`src/rtl/pgc_pkg.sv`:
```
package pgc_pkg;
  typedef enum logic [1:0] {ST_RUN, ST_IDLE, ST_PDOWN, ST_SETTLE} pmode_e;

  localparam int NUM_DOM  = 8;
  localparam int DOM_CPU  = 0;
  localparam int DOM_ACQ  = 1;
  localparam int DOM_DISP = 2;
  localparam int DOM_MEM  = 3;
  localparam int DOM_I2C  = 4;
  localparam int DOM_TMR  = 5;
  localparam int DOM_WDT  = 6;
  localparam int DOM_PWM  = 7;

  localparam logic [NUM_DOM-1:0] IDLE_KEEP =
    (NUM_DOM'(1) << DOM_MEM) | (NUM_DOM'(1) << DOM_I2C) | (NUM_DOM'(1) << DOM_TMR) |
    (NUM_DOM'(1) << DOM_WDT) | (NUM_DOM'(1) << DOM_PWM);

  localparam int MODE_IDL = 0;
  localparam int MODE_PD  = 1;
endpackage

```
`src/rtl/pgc_wake_qual.sv`:
```
module pgc_wake_qual import pgc_pkg::*; #(
  parameter int N_IRQ = 8
) (
  input  pmode_e           mode_i,
  input  logic [N_IRQ-1:0] irq_req_i,
  input  logic [N_IRQ-1:0] irq_en_i,
  input  logic             ext_irq_i,
  input  logic             ext_irq_lvl_i,
  input  logic             cmp_wake_i,
  input  logic             ext_rst_i,
  output logic             idle_wake_o,
  output logic             pd_wake_o
);
  logic any_irq;
  logic lvl_irq;

  assign any_irq = |(irq_req_i & irq_en_i);
  // no clock runs in power-down, so only a held level can be seen
  assign lvl_irq = ext_irq_i & ext_irq_lvl_i;

  always_comb begin
    idle_wake_o = 1'b0;
    pd_wake_o   = 1'b0;
    if (mode_i == ST_IDLE)  idle_wake_o = any_irq | cmp_wake_i;
    if (mode_i == ST_PDOWN) pd_wake_o   = lvl_irq | cmp_wake_i | ext_rst_i;
  end
endmodule

```
`src/rtl/pgc_rst_filter.sv`:
```
module pgc_rst_filter #(
  parameter int RST_CYCLES = 24
) (
  input  logic clk_i,
  input  logic rst_ni,
  input  logic ext_rst_i,
  input  logic osc_run_i,
  output logic hit_o,
  output logic held_o
);
  localparam int CW = $clog2(RST_CYCLES + 1);

  logic [CW-1:0] cnt_q;
  logic          held_q;

  assign hit_o  = ext_rst_i & osc_run_i & ~held_q & (cnt_q == CW'(RST_CYCLES - 1));
  assign held_o = held_q;

  always_ff @(posedge clk_i or negedge rst_ni) begin
    if (!rst_ni) begin
      cnt_q  <= '0;
      held_q <= 1'b0;
    end else if (!ext_rst_i) begin
      cnt_q  <= '0;
      held_q <= 1'b0;
    end else if (hit_o) begin
      held_q <= 1'b1;
    end else if (osc_run_i && !held_q) begin
      cnt_q <= cnt_q + 1'b1;
    end
  end

  p_rst_len_r7: assert property (@(posedge clk_i) disable iff (!rst_ni)
    $rose(held_q) |-> $past(ext_rst_i) && $past(cnt_q) == CW'(RST_CYCLES - 1));
  p_rst_drop_r7: assert property (@(posedge clk_i) disable iff (!rst_ni)
    !ext_rst_i |=> !held_q);
endmodule

```
`src/rtl/pgc_settle_timer.sv`:
```
module pgc_settle_timer #(
  parameter int SETTLE_CYCLES = 16
) (
  input  logic clk_i,
  input  logic rst_ni,
  input  logic clear_i,
  output logic last_o
);
  localparam int CW = $clog2(SETTLE_CYCLES + 1);

  logic [CW-1:0] cnt_q;

  assign last_o = (cnt_q == CW'(SETTLE_CYCLES - 1));

  always_ff @(posedge clk_i or negedge rst_ni) begin
    if (!rst_ni)      cnt_q <= '0;
    else if (clear_i) cnt_q <= '0;
    else if (!last_o) cnt_q <= cnt_q + 1'b1;
  end

  p_settle_hold_r6: assert property (@(posedge clk_i) disable iff (!rst_ni)
    (!clear_i && !last_o) |=> cnt_q == $past(cnt_q) + 1'b1);
endmodule

```
`src/rtl/pwr_gate_ctrl.sv`:
```
module pwr_gate_ctrl import pgc_pkg::*; #(
  parameter int N_IRQ         = 8,
  parameter int SETTLE_CYCLES = 16,
  parameter int CLKS_PER_MC   = 12,
  parameter int RST_MC        = 2
) (
  input  logic               clk_i,
  input  logic               rst_ni,
  input  logic               ctrl_we_i,
  input  logic [1:0]         ctrl_wdata_i,
  output logic [1:0]         ctrl_rdata_o,
  input  logic [N_IRQ-1:0]   irq_req_i,
  input  logic [N_IRQ-1:0]   irq_en_i,
  input  logic               ext_irq_i,
  input  logic               ext_irq_lvl_i,
  input  logic               cmp_wake_i,
  input  logic               ext_rst_i,
  input  logic               wdt_en_i,
  output logic [NUM_DOM-1:0] clk_en_o,
  output logic               osc_en_o,
  output logic               core_rst_o,
  output logic               wdt_warn_o
);
  localparam int RST_CYCLES = CLKS_PER_MC * RST_MC;

  pmode_e state_q, state_d;
  logic   idle_wake, pd_wake;
  logic   rst_hit, rst_held, settle_last;
  logic   osc_q, warn_q;
  logic   lp_entry;

  pgc_wake_qual #(.N_IRQ(N_IRQ)) u_wake (
    .mode_i       (state_q),
    .irq_req_i    (irq_req_i),
    .irq_en_i     (irq_en_i),
    .ext_irq_i    (ext_irq_i),
    .ext_irq_lvl_i(ext_irq_lvl_i),
    .cmp_wake_i   (cmp_wake_i),
    .ext_rst_i    (ext_rst_i),
    .idle_wake_o  (idle_wake),
    .pd_wake_o    (pd_wake)
  );

  pgc_rst_filter #(.RST_CYCLES(RST_CYCLES)) u_rst (
    .clk_i    (clk_i),
    .rst_ni   (rst_ni),
    .ext_rst_i(ext_rst_i),
    .osc_run_i(osc_q),
    .hit_o    (rst_hit),
    .held_o   (rst_held)
  );

  pgc_settle_timer #(.SETTLE_CYCLES(SETTLE_CYCLES)) u_settle (
    .clk_i  (clk_i),
    .rst_ni (rst_ni),
    .clear_i(state_q != ST_SETTLE),
    .last_o (settle_last)
  );

  always_comb begin
    state_d = state_q;
    if (rst_hit || rst_held) begin
      state_d = ST_RUN;
    end else begin
      unique case (state_q)
        ST_RUN: begin
          // power-down outranks idle when both bits are written
          if (ctrl_we_i && ctrl_wdata_i[MODE_PD])       state_d = ST_PDOWN;
          else if (ctrl_we_i && ctrl_wdata_i[MODE_IDL]) state_d = ST_IDLE;
        end
        ST_IDLE:   if (idle_wake)   state_d = ST_RUN;
        ST_PDOWN:  if (pd_wake)     state_d = ST_SETTLE;
        ST_SETTLE: if (settle_last) state_d = ST_RUN;
        default:   state_d = ST_RUN;
      endcase
    end
  end

  assign lp_entry = (state_q == ST_RUN) && (state_d == ST_IDLE || state_d == ST_PDOWN);

  always_ff @(posedge clk_i or negedge rst_ni) begin
    if (!rst_ni) begin
      state_q <= ST_RUN;
      osc_q   <= 1'b1;
      warn_q  <= 1'b0;
    end else begin
      state_q <= state_d;
      osc_q   <= (state_d != ST_PDOWN);
      warn_q  <= lp_entry & wdt_en_i;
    end
  end

  // one registered enable per domain; idle keeps the IDLE_KEEP set alive
  for (genvar d = 0; d < NUM_DOM; d++) begin : g_dom
    logic en_q;
    always_ff @(posedge clk_i or negedge rst_ni) begin
      if (!rst_ni) en_q <= 1'b1;
      else         en_q <= (state_d == ST_RUN) || (state_d == ST_IDLE && IDLE_KEEP[d]);
    end
    assign clk_en_o[d] = en_q;
  end

  assign osc_en_o                = osc_q;
  assign ctrl_rdata_o[MODE_IDL]  = (state_q == ST_IDLE);
  assign ctrl_rdata_o[MODE_PD]   = (state_q == ST_PDOWN);
  assign core_rst_o              = rst_held;
  assign wdt_warn_o              = warn_q;

  p_idle_gates_r2: assert property (@(posedge clk_i) disable iff (!rst_ni)
    ctrl_rdata_o == 2'b01 |-> clk_en_o == IDLE_KEEP && osc_en_o);
  p_idle_wake_r3: assert property (@(posedge clk_i) disable iff (!rst_ni)
    (state_q == ST_IDLE && (|(irq_req_i & irq_en_i) || cmp_wake_i)) |=> &clk_en_o);
  p_pd_dark_r4: assert property (@(posedge clk_i) disable iff (!rst_ni)
    ctrl_rdata_o[MODE_PD] |-> !osc_en_o && clk_en_o == '0);
  p_bits_excl_r4: assert property (@(posedge clk_i) disable iff (!rst_ni)
    $onehot0(ctrl_rdata_o));
  p_edge_no_wake_r5: assert property (@(posedge clk_i) disable iff (!rst_ni)
    (state_q == ST_PDOWN && !(ext_irq_i && ext_irq_lvl_i) && !cmp_wake_i && !ext_rst_i)
      |=> ctrl_rdata_o[MODE_PD]);
  p_settle_dark_r6: assert property (@(posedge clk_i) disable iff (!rst_ni)
    state_q == ST_SETTLE |-> osc_en_o && clk_en_o == '0);
  p_core_rst_r7: assert property (@(posedge clk_i) disable iff (!rst_ni)
    core_rst_o |-> ctrl_rdata_o == 2'b00 && &clk_en_o);
  p_wdt_warn_r9: assert property (@(posedge clk_i) disable iff (!rst_ni)
    wdt_warn_o |-> $past(wdt_en_i) && ctrl_rdata_o != 2'b00);
endmodule

```
`config.mk`:
```
export PLATFORM = sky130hd
export DESIGN_NAME = pwr_gate_ctrl
export DESIGN_NICKNAME = d
export VERILOG_FILES = /design/src/rtl/pgc_pkg.sv /design/src/rtl/pgc_wake_qual.sv /design/src/rtl/pgc_rst_filter.sv /design/src/rtl/pgc_settle_timer.sv /design/src/rtl/pwr_gate_ctrl.sv
export SDC_FILE = /design/constraint.sdc
export NUM_CORES = 1
export LEC_CHECK = 0
export ABC_AREA = 0
export ABC_CLOCK_PERIOD_IN_PS = 1900
export BUFFER_PORTS_ARGS = -buffer_cell sky130_fd_sc_hd__buf_2
export CORE_MARGIN = 2
export CORE_UTILIZATION = 44
export CTS_BUF_LIST = sky130_fd_sc_hd__clkbuf_8
export DETAILED_ROUTE_END_ITERATION = 10
export PLACE_DENSITY = 0.75
export RECOVER_POWER = 50
export SLEW_MARGIN = 20
export SYNTH_ARGS = -nofsm -noshare
export SYNTH_HDL_FRONTEND = slang
export SYNTH_SLANG_ARGS = --single-unit
```
`constraint.sdc`:
```
create_clock -name clk_i -period 1.9 [get_ports clk_i]
set_input_delay 0.19 -clock clk_i [delete_from_list [all_inputs] [get_ports clk_i]]
set_output_delay 0.19 -clock clk_i [all_outputs]
set_load 0.02 [all_outputs]
```
==> metrics.csv, run 1 <==
stage,metric,value,unit
run_status,violated checks,setup timing,
logic_synthesis,Post-Synthesis Net Count,125,
timing,clock skew,4.68,ps
routing,drt total wl,2120,µm
worst_setup_path,startpoint type of the worst setup path,flop,
placed_design,final weighted congestion in routability-driven placement,0.781,
floorplanning,site row count,16,
timing,total negative setup slack,-5.73,ps
logic_synthesis,Synth async-reset ratio,1.00,
logic_synthesis,number of synthesis warnings,0,
worst_hold_path,Hold Crit Class,in2reg,
routing,final antenna-violating net count,0,
logic_synthesis,cell type with the largest total area after synthesis,sky130_fd_sc_hd__dfrtp_1,
routing,total vias in the final route,838,
grt,combined global-route utilization of all metal layers,0.171,
grt,number of global-route vias before repair,831,
timing,final setup violation count,1,
worst_setup_path,worst path arrival time,2070,ps
logic_synthesis,"Avg Cell Area, Syn",10.1,µm²
timing,final clock period utilization by the worst path,1.00,
cts,total clock buffers created by CTS,3,
logic_synthesis,number of instances in the synthesized netlist,94,
timing,highest clock rate,0.525,GHz
logic_synthesis,most instantiated flip-flop cell in the synthesis netlist,sky130_fd_sc_hd__dfrtp_1,
logic_synthesis,post-synthesis cell type count,32,
routing,initial drt markers,12,
job,number of violations of the max-capacitance limit,0,
worst_hold_path,Min-Delay Startpoint,wdt_en_i,
timing,Worst Hold Margin,191,ps
logic_synthesis,top area cells in the synthesized netlist,"sky130_fd_sc_hd__dfrtp_1 37%, sky130_fd_sc_hd__dfstp_2 8.3%, sky130_fd_sc_hd__ha_1 6.6%",
cts,number of levels in the clock H-tree,1,
placed_design,Worst Setup Slack post-DPL,-19.7,ps
logic_synthesis,"EDFF count, synth",0,
finish,post-route design area,1320,µm²
finish,antenna cells,0,
power,overall power consumption,1.53,mW
grt,wire length of the first global-routing pass,3190,µm
timing,Least-Margin Pin Slew,907,ps
cts,Clock Path Buffers,2,
routing,detailed-route vias per instance,5.08,
worst_setup_path,beginning of the critical path,u_settle.cnt_q[1],
cts,post-CTS clock slew at the launch and capture registers of the worst setup and hold paths,60,ps
run_status,result of the run,"finished, violations left",
timing,final worst path period need,1910,ps
worst_setup_path,data required time of the worst path,2060,ps
placed_design,cell area after placement,1160,µm²
logic_synthesis,share of the synthesized area in the top cell type,0.368,
logic_synthesis,number of flip-flops and latches in the synthesized netlist,17,
cts,clock insertion delay at the later pin of the skew report,250,ps
timing,Max transition margin,0.395,
grt,overall overflow remaining after global route,0,
worst_setup_path,kind of critical path,reg2reg,
timing,final hold violation count,0,
finish,Finished Layout Cells,165,
worst_setup_path,element type at the critical path end,flop,
power,Lkg Pwr,0.651,nW
finish,share of layout cells above drive strength 1,0.457,
finish,NumNets Final,170,
logic_synthesis,most frequently used cell type in the post-synthesis netlist,sky130_fd_sc_hd__nor2_1,
floorplanning,overall die height,50.5,µm
timing,final worst setup slack,-5.73,ps
timing,RSZ-0062 raised after global routing,yes,
worst_setup_path,maximum fanout encountered on the critical timing path,3,
routing,Post-route DRC,0,
grt,maximum number of pins on one net before global-route repair,18,
cts,TritonCTS clock tree,done,
placed_design,port bufs,38,
worst_hold_path,worst hold path cell count,2,
timing,max-slew violations,0,
logic_synthesis,"top cells by count, synth","15 x sky130_fd_sc_hd__nor2_1, 14 x sky130_fd_sc_hd__dfrtp_1, 8 x sky130_fd_sc_hd__buf_4, 8 x sky130_fd_sc_hd__nand2_1",
floorplanning,width of the die,50.5,µm
worst_setup_path,depth of the worst register-to-register path,7,
floorplanning,Die ar.,2550,µm²
finish,end-of-flow core utilization,0.658,
placed_design,HPWL after detailed placement,1550,µm
floorplanning,initial standard-cell utilization of the core,0.476,
routing,per-cell routed wire length,12.8,µm
grt,antenna violations before repair,0,
worst_setup_path,R2R Path Start,u_settle.cnt_q[1],
cts,clk sink count,17,
routing,drt first pass iters,4,
logic_synthesis,portion of the post-synthesis area used by sequential elements,0.451,
logic_synthesis,cell area after synthesis,952,µm²
cts,clock root buffer master,sky130_fd_sc_hd__clkbuf_8,
power,Max IR drop VDD,0.000828,V
power,cell area power density,1170,nW/µm²
floorplanning,core box area,2000,µm²
floorplanning,number of top-level pins,39,
finish,layout overhead on the synthesized area,38.2,%
placed_design,number of placed cells counting well taps,155,
-- cells by family after synthesis --
logic type      synth area share
fa+ha+maj                 0.0657
xor+xnor                  0.0552
flops                      0.451
compound gates             0.113
buf+inv                   0.0802
mux                       0.0210
simple gates               0.214
-- area by class of cell --
type,instances,area (µm²)
fill,166,686
sequential,17,429
tap,27,33.8
timing repair buffer,49,267
inverter,3,11.3
clock inverter,1,3.75
multi-input combinational,65,531
clock buffer,3,41.3
-- critical path: stages (launching register included) --
cell and delay [ps]:
sky130_fd_sc_hd__dfrtp_1 380, sky130_fd_sc_hd__ha_2 180, sky130_fd_sc_hd__and3_4 190, sky130_fd_sc_hd__ha_4 160, sky130_fd_sc_hd__nor2_4 50, sky130_fd_sc_hd__o311ai_4 340
sky130_fd_sc_hd__ha_4 260, sky130_fd_sc_hd__nor4b_4 240
-- what timing repair did --
| item | in CTS | in global routing |
|---|---|---|
| gates resized for setup | 3 | 10 |
| hold buffers | 1 | 0 |
| pin swaps | 0 | 7 |
| setup endpoints to repair | 1 | 1 |
| gates cloned | 0 | 0 |
| hold endpoints to repair | 14 | 0 |
| setup buffers | 0 | 5 |
-- registers in the layout, summed over array words and instances (netlist names) --
register	flops
g_dom.en_q	2
osc_en_o	1
state_q	2
u_rst.cnt_q	5
u_rst.held_o	1
u_settle.cnt_q	5
wdt_warn_o	1
-- metal layers --
metal  global-route usage  up-vias  wire length, µm
li1                     -      406                -
met1                0.166      395              791
met2                0.338       33             1180
met3               0.0179        4              103
met4                0.108        0               36
met5                    0        -                0
-- final timing paths --
path / to / slack (ps)
min in group asynchronous: state_q[0] / 590
max: wdt_warn_o / -6
max reg2reg: wdt_warn_o / -6
min reg2reg: u_settle.cnt_q[4] / 540
min: wdt_warn_o / 190
max in group asynchronous: u_rst.cnt_q[4] / 750
-- power by group --
group / internal, mW / total (mW) / switching (mW)
clock network: 0.143 / 0.256 / 0.113
registers: 0.464 / 0.551 / 0.0868
logic: 0.355 / 0.727 / 0.371
-- layout by cell type (no fill, tap or decap), types with 2 or more instances in the layout --
master	count
sky130_fd_sc_hd__buf_2	31
sky130_fd_sc_hd__nor2_1	14
sky130_fd_sc_hd__dfrtp_1	14
sky130_fd_sc_hd__buf_4	10
sky130_fd_sc_hd__clkbuf_1	7
sky130_fd_sc_hd__nand2_1	6
sky130_fd_sc_hd__xor2_1	5
sky130_fd_sc_hd__a22oi_1	4
sky130_fd_sc_hd__inv_1	4
sky130_fd_sc_hd__clkbuf_8	3
sky130_fd_sc_hd__dfstp_2	3
sky130_fd_sc_hd__nand4_1	2
sky130_fd_sc_hd__nor2b_1	2
sky130_fd_sc_hd__nand2_2	2
sky130_fd_sc_hd__o21ai_2	2
sky130_fd_sc_hd__a21oi_1	2
sky130_fd_sc_hd__mux2i_1	2
sky130_fd_sc_hd__ha_1	2
sky130_fd_sc_hd__ha_4	2
Power figures use the tool's default switching activity.
==> run 2, diff against run 1 <==
- BUFFER_PORTS_ARGS: -buffer_cell sky130_fd_sc_hd__buf_2 -> default
- CORE_UTILIZATION: 44 -> 50
- CTS_CLUSTER_SIZE: default -> 25
- DONT_BUFFER_PORTS: default -> 1
- HOLD_SLACK_MARGIN: default -> 0.03
- PLACE_DENSITY: 0.75 -> 0.66
==> metrics.csv, run 2 (synthesized netlist as in run 1, its figures left out) <==
stage,metric,value,unit,change
cts,clk sink count,17,,unchanged
timing,total negative setup slack,0,ps,+5.73 ps
timing,final setup violation count,0,,-1
placed_design,HPWL after detailed placement,1310,µm,-15%
grt,met2 capacity usage during global routing,0.295,,-0.0431
finish,antenna cells,0,,unchanged
worst_setup_path,startpoint type of the worst setup path,flop,,
cts,total clock buffers created by CTS,3,,unchanged
grt,most used routing layer,met2,,
timing,Max transition margin,0.490,,+0.0944
floorplanning,number of top-level pins,39,,unchanged
routing,final antenna-violating net count,0,,unchanged
worst_hold_path,Hold Crit Class,in2reg,,
worst_setup_path,beginning of the critical path,u_settle.cnt_q[1],,
worst_setup_path,element type at the critical path end,flop,,
routing,initial drt markers,9,,-3
power,Max IR drop VDD,0.000702,V,-15%
placed_design,number of placed cells counting well taps,116,,-25%
finish,Finished Layout Cells,122,,-26%
finish,share of layout cells above drive strength 1,0.258,,-0.199
grt,maximum number of pins on one net before global-route repair,18,,unchanged
worst_setup_path,R2R Path Start,u_settle.cnt_q[1],,
worst_setup_path,end of the critical path,wdt_warn_o,,
worst_setup_path,CP Cell Sequence,ha_2 -> and3_4 -> ha_4 -> nor2_4 -> o311ai_4 -> ha_1 -> nor4b_2,,
power,cell area power density,1250,nW/µm²,+7.6%
worst_setup_path,Critical Path Slowest Stage Cell,sky130_fd_sc_hd__dfrtp_1,,
timing,Least-Margin Pin Slew,763,ps,-144 ps
grt,wire length of the first global-routing pass,2500,µm,-22%
floorplanning,core box area,1760,µm²,-12%
finish,leading registers by flop count,"u_rst.cnt_q: 5 flops, u_settle.cnt_q: 5 flops",,
cts,clock root buffer master,sky130_fd_sc_hd__clkbuf_8,,
routing,drt first pass iters,3,,-1
timing,max-slew violations,0,,unchanged
power,Lkg Pwr,0.485,nW,-25%
grt,antenna violations before repair,0,,unchanged
worst_setup_path,Critical Path Max Stage Delay,400,ps,+20 ps
worst_setup_path,kind of critical path,reg2reg,,
grt,met1 Use GR,0.171,,+0.00526
worst_setup_path,kind of cell with the highest combined delay on the critical path,adder cells,,
floorplanning,width of the die,47.6,µm,-5.7%
worst_setup_path,buffers and inverters on the worst path,0,,unchanged
worst_setup_path,data required time of the worst path,2060,ps,about the same
placed_design,port bufs,0,,-100%
worst_setup_path,flop-to-flop setup slack,90,ps,+100 ps
grt,combined global-route utilization of all metal layers,0.165,,-0.00670
job,number of violations of the max-capacitance limit,0,,unchanged
routing,drt total wl,1690,µm,-20%
worst_setup_path,Critical R2R Capture,wdt_warn_o,,
cts,post-CTS clock slew at the launch and capture registers of the worst setup and hold paths,60,ps,about the same
routing,per-cell routed wire length,13.8,µm,+7.8%
floorplanning,initial standard-cell utilization of the core,0.540,,+0.0641
finish,filler instances,160,,-3.6%
finish,most frequent cells in the layout,"14 x sky130_fd_sc_hd__nor2_1, 14 x sky130_fd_sc_hd__dfrtp_1, 8 x sky130_fd_sc_hd__nand2_1",,
timing,clock skew,2.23,ps,-2.45 ps
grt,Global Route met3 Usage,0.0792,,+0.0614
cts,TritonCTS clock tree,done,,
worst_setup_path,Levels on crit path,7,,unchanged
floorplanning,overall die height,47.6,µm,-5.7%
timing,final hold violation count,0,,unchanged
routing,detailed-route vias per instance,5.61,,+11%
cts,Clock Path Buffers,2,,unchanged
cts,number of levels in the clock H-tree,1,,unchanged
timing,Worst Hold Margin,107,ps,-83.8 ps
run_status,result of the run,"complete, no violations",,
worst_setup_path,depth of the worst register-to-register path,7,,unchanged
floorplanning,site row count,15,,-1
grt,number of global-route vias before repair,611,,-26%
floorplanning,Die ar.,2270,µm²,-11%
routing,Post-route DRC,0,,unchanged
timing,highest clock rate,0.553,GHz,+5.4%
placed_design,final weighted congestion in routability-driven placement,0.730,,-6.5%
timing,final clock period utilization by the worst path,0.951,,-0.0516
worst_setup_path,maximum fanout encountered on the critical timing path,3,,unchanged
finish,NumNets Final,129,,-24%
cts,clock insertion delay at the later pin of the skew report,250,ps,about the same
timing,final worst path period need,1810,ps,-98.0 ps
finish,layout overhead on the synthesized area,13.9,%,
worst_setup_path,worst path arrival time,1970,ps,-100 ps
grt,overall overflow remaining after global route,0,,unchanged
routing,total vias in the final route,685,,-18%
==> run 2: cell types whose count changed in the layout (fill, tap and decap cells not counted), moves of 2 or more <==
cell                       delta
sky130_fd_sc_hd__buf_4        -3
sky130_fd_sc_hd__dfstp_2      -2
sky130_fd_sc_hd__clkbuf_1     -7
sky130_fd_sc_hd__nand2_2      -2
sky130_fd_sc_hd__dfstp_1      +2
sky130_fd_sc_hd__nand2_1      +2
sky130_fd_sc_hd__buf_2       -31
==> run 2: repair_timing <==
item	CTS	global route
endpoints found under the hold margin	17	0
pin swaps	0	3
endpoints found under the setup margin	1	1
resized for setup	2	7
setup buffers	1	0
hold buffers	1	0
==> run 2: layout make-up <==
cell class              instances  area [µm²]  area share
well taps                      25        31.3      0.0288
flip-flops and latches         17         429       0.396
inverters                       3        11.3      0.0104
multi-input cells              65         504       0.465
clock inverters                 1        5.00     0.00461
clock buffers                   3        41.3      0.0381
repair buffers                  8        62.6      0.0577
==> run 2: worst min path at each step <==
stage                  start        endpoint  slack, ps  depth (start not counted)
floorplan             rst_ni      state_q[0]       -110                          0
global placement      rst_ni  u_rst.cnt_q[4]       -110                          0
detailed placement    rst_ni  u_rst.cnt_q[4]       -110                          0
CTS                 wdt_en_i      wdt_warn_o        100                          1
global route        wdt_en_i      wdt_warn_o        100                          1
finish              wdt_en_i      wdt_warn_o        110                          1
==> run 2: per-stage QoR <==
step | instance area [µm²] | power (mW) | setup slack, ps | utilization
2_1_floorplan | 967 | 0.941 | 15.9 | -
3_3_place_gp | 972 | 1.00 | 70.4 | 0.551
3_5_place_dp | 972 | 1.03 | -5.34 | 0.551
4_1_cts | 1050 | 1.34 | 9.40 | 0.593
5_1_grt | 1080 | 1.46 | -3.59 | 0.615
6_report | 1080 | 1.36 | 92.3 | 0.615
==> run 2: power breakdown <==
part           leakage (nW)  switching [mW]  internal, mW  total [mW]
registers             0.211           0.148         0.462       0.610
clock network        0.0255           0.122         0.145       0.268
logic                 0.249           0.241         0.241       0.482
total                 0.485           0.511         0.849        1.36
==> run 2: per-layer routing <==
layer,part of all wire,vias to the layer above
li1,-,328
met1,0.39,325
met2,0.52,30
met3,0.086,2
met4,0.0059,0
met5,0,-
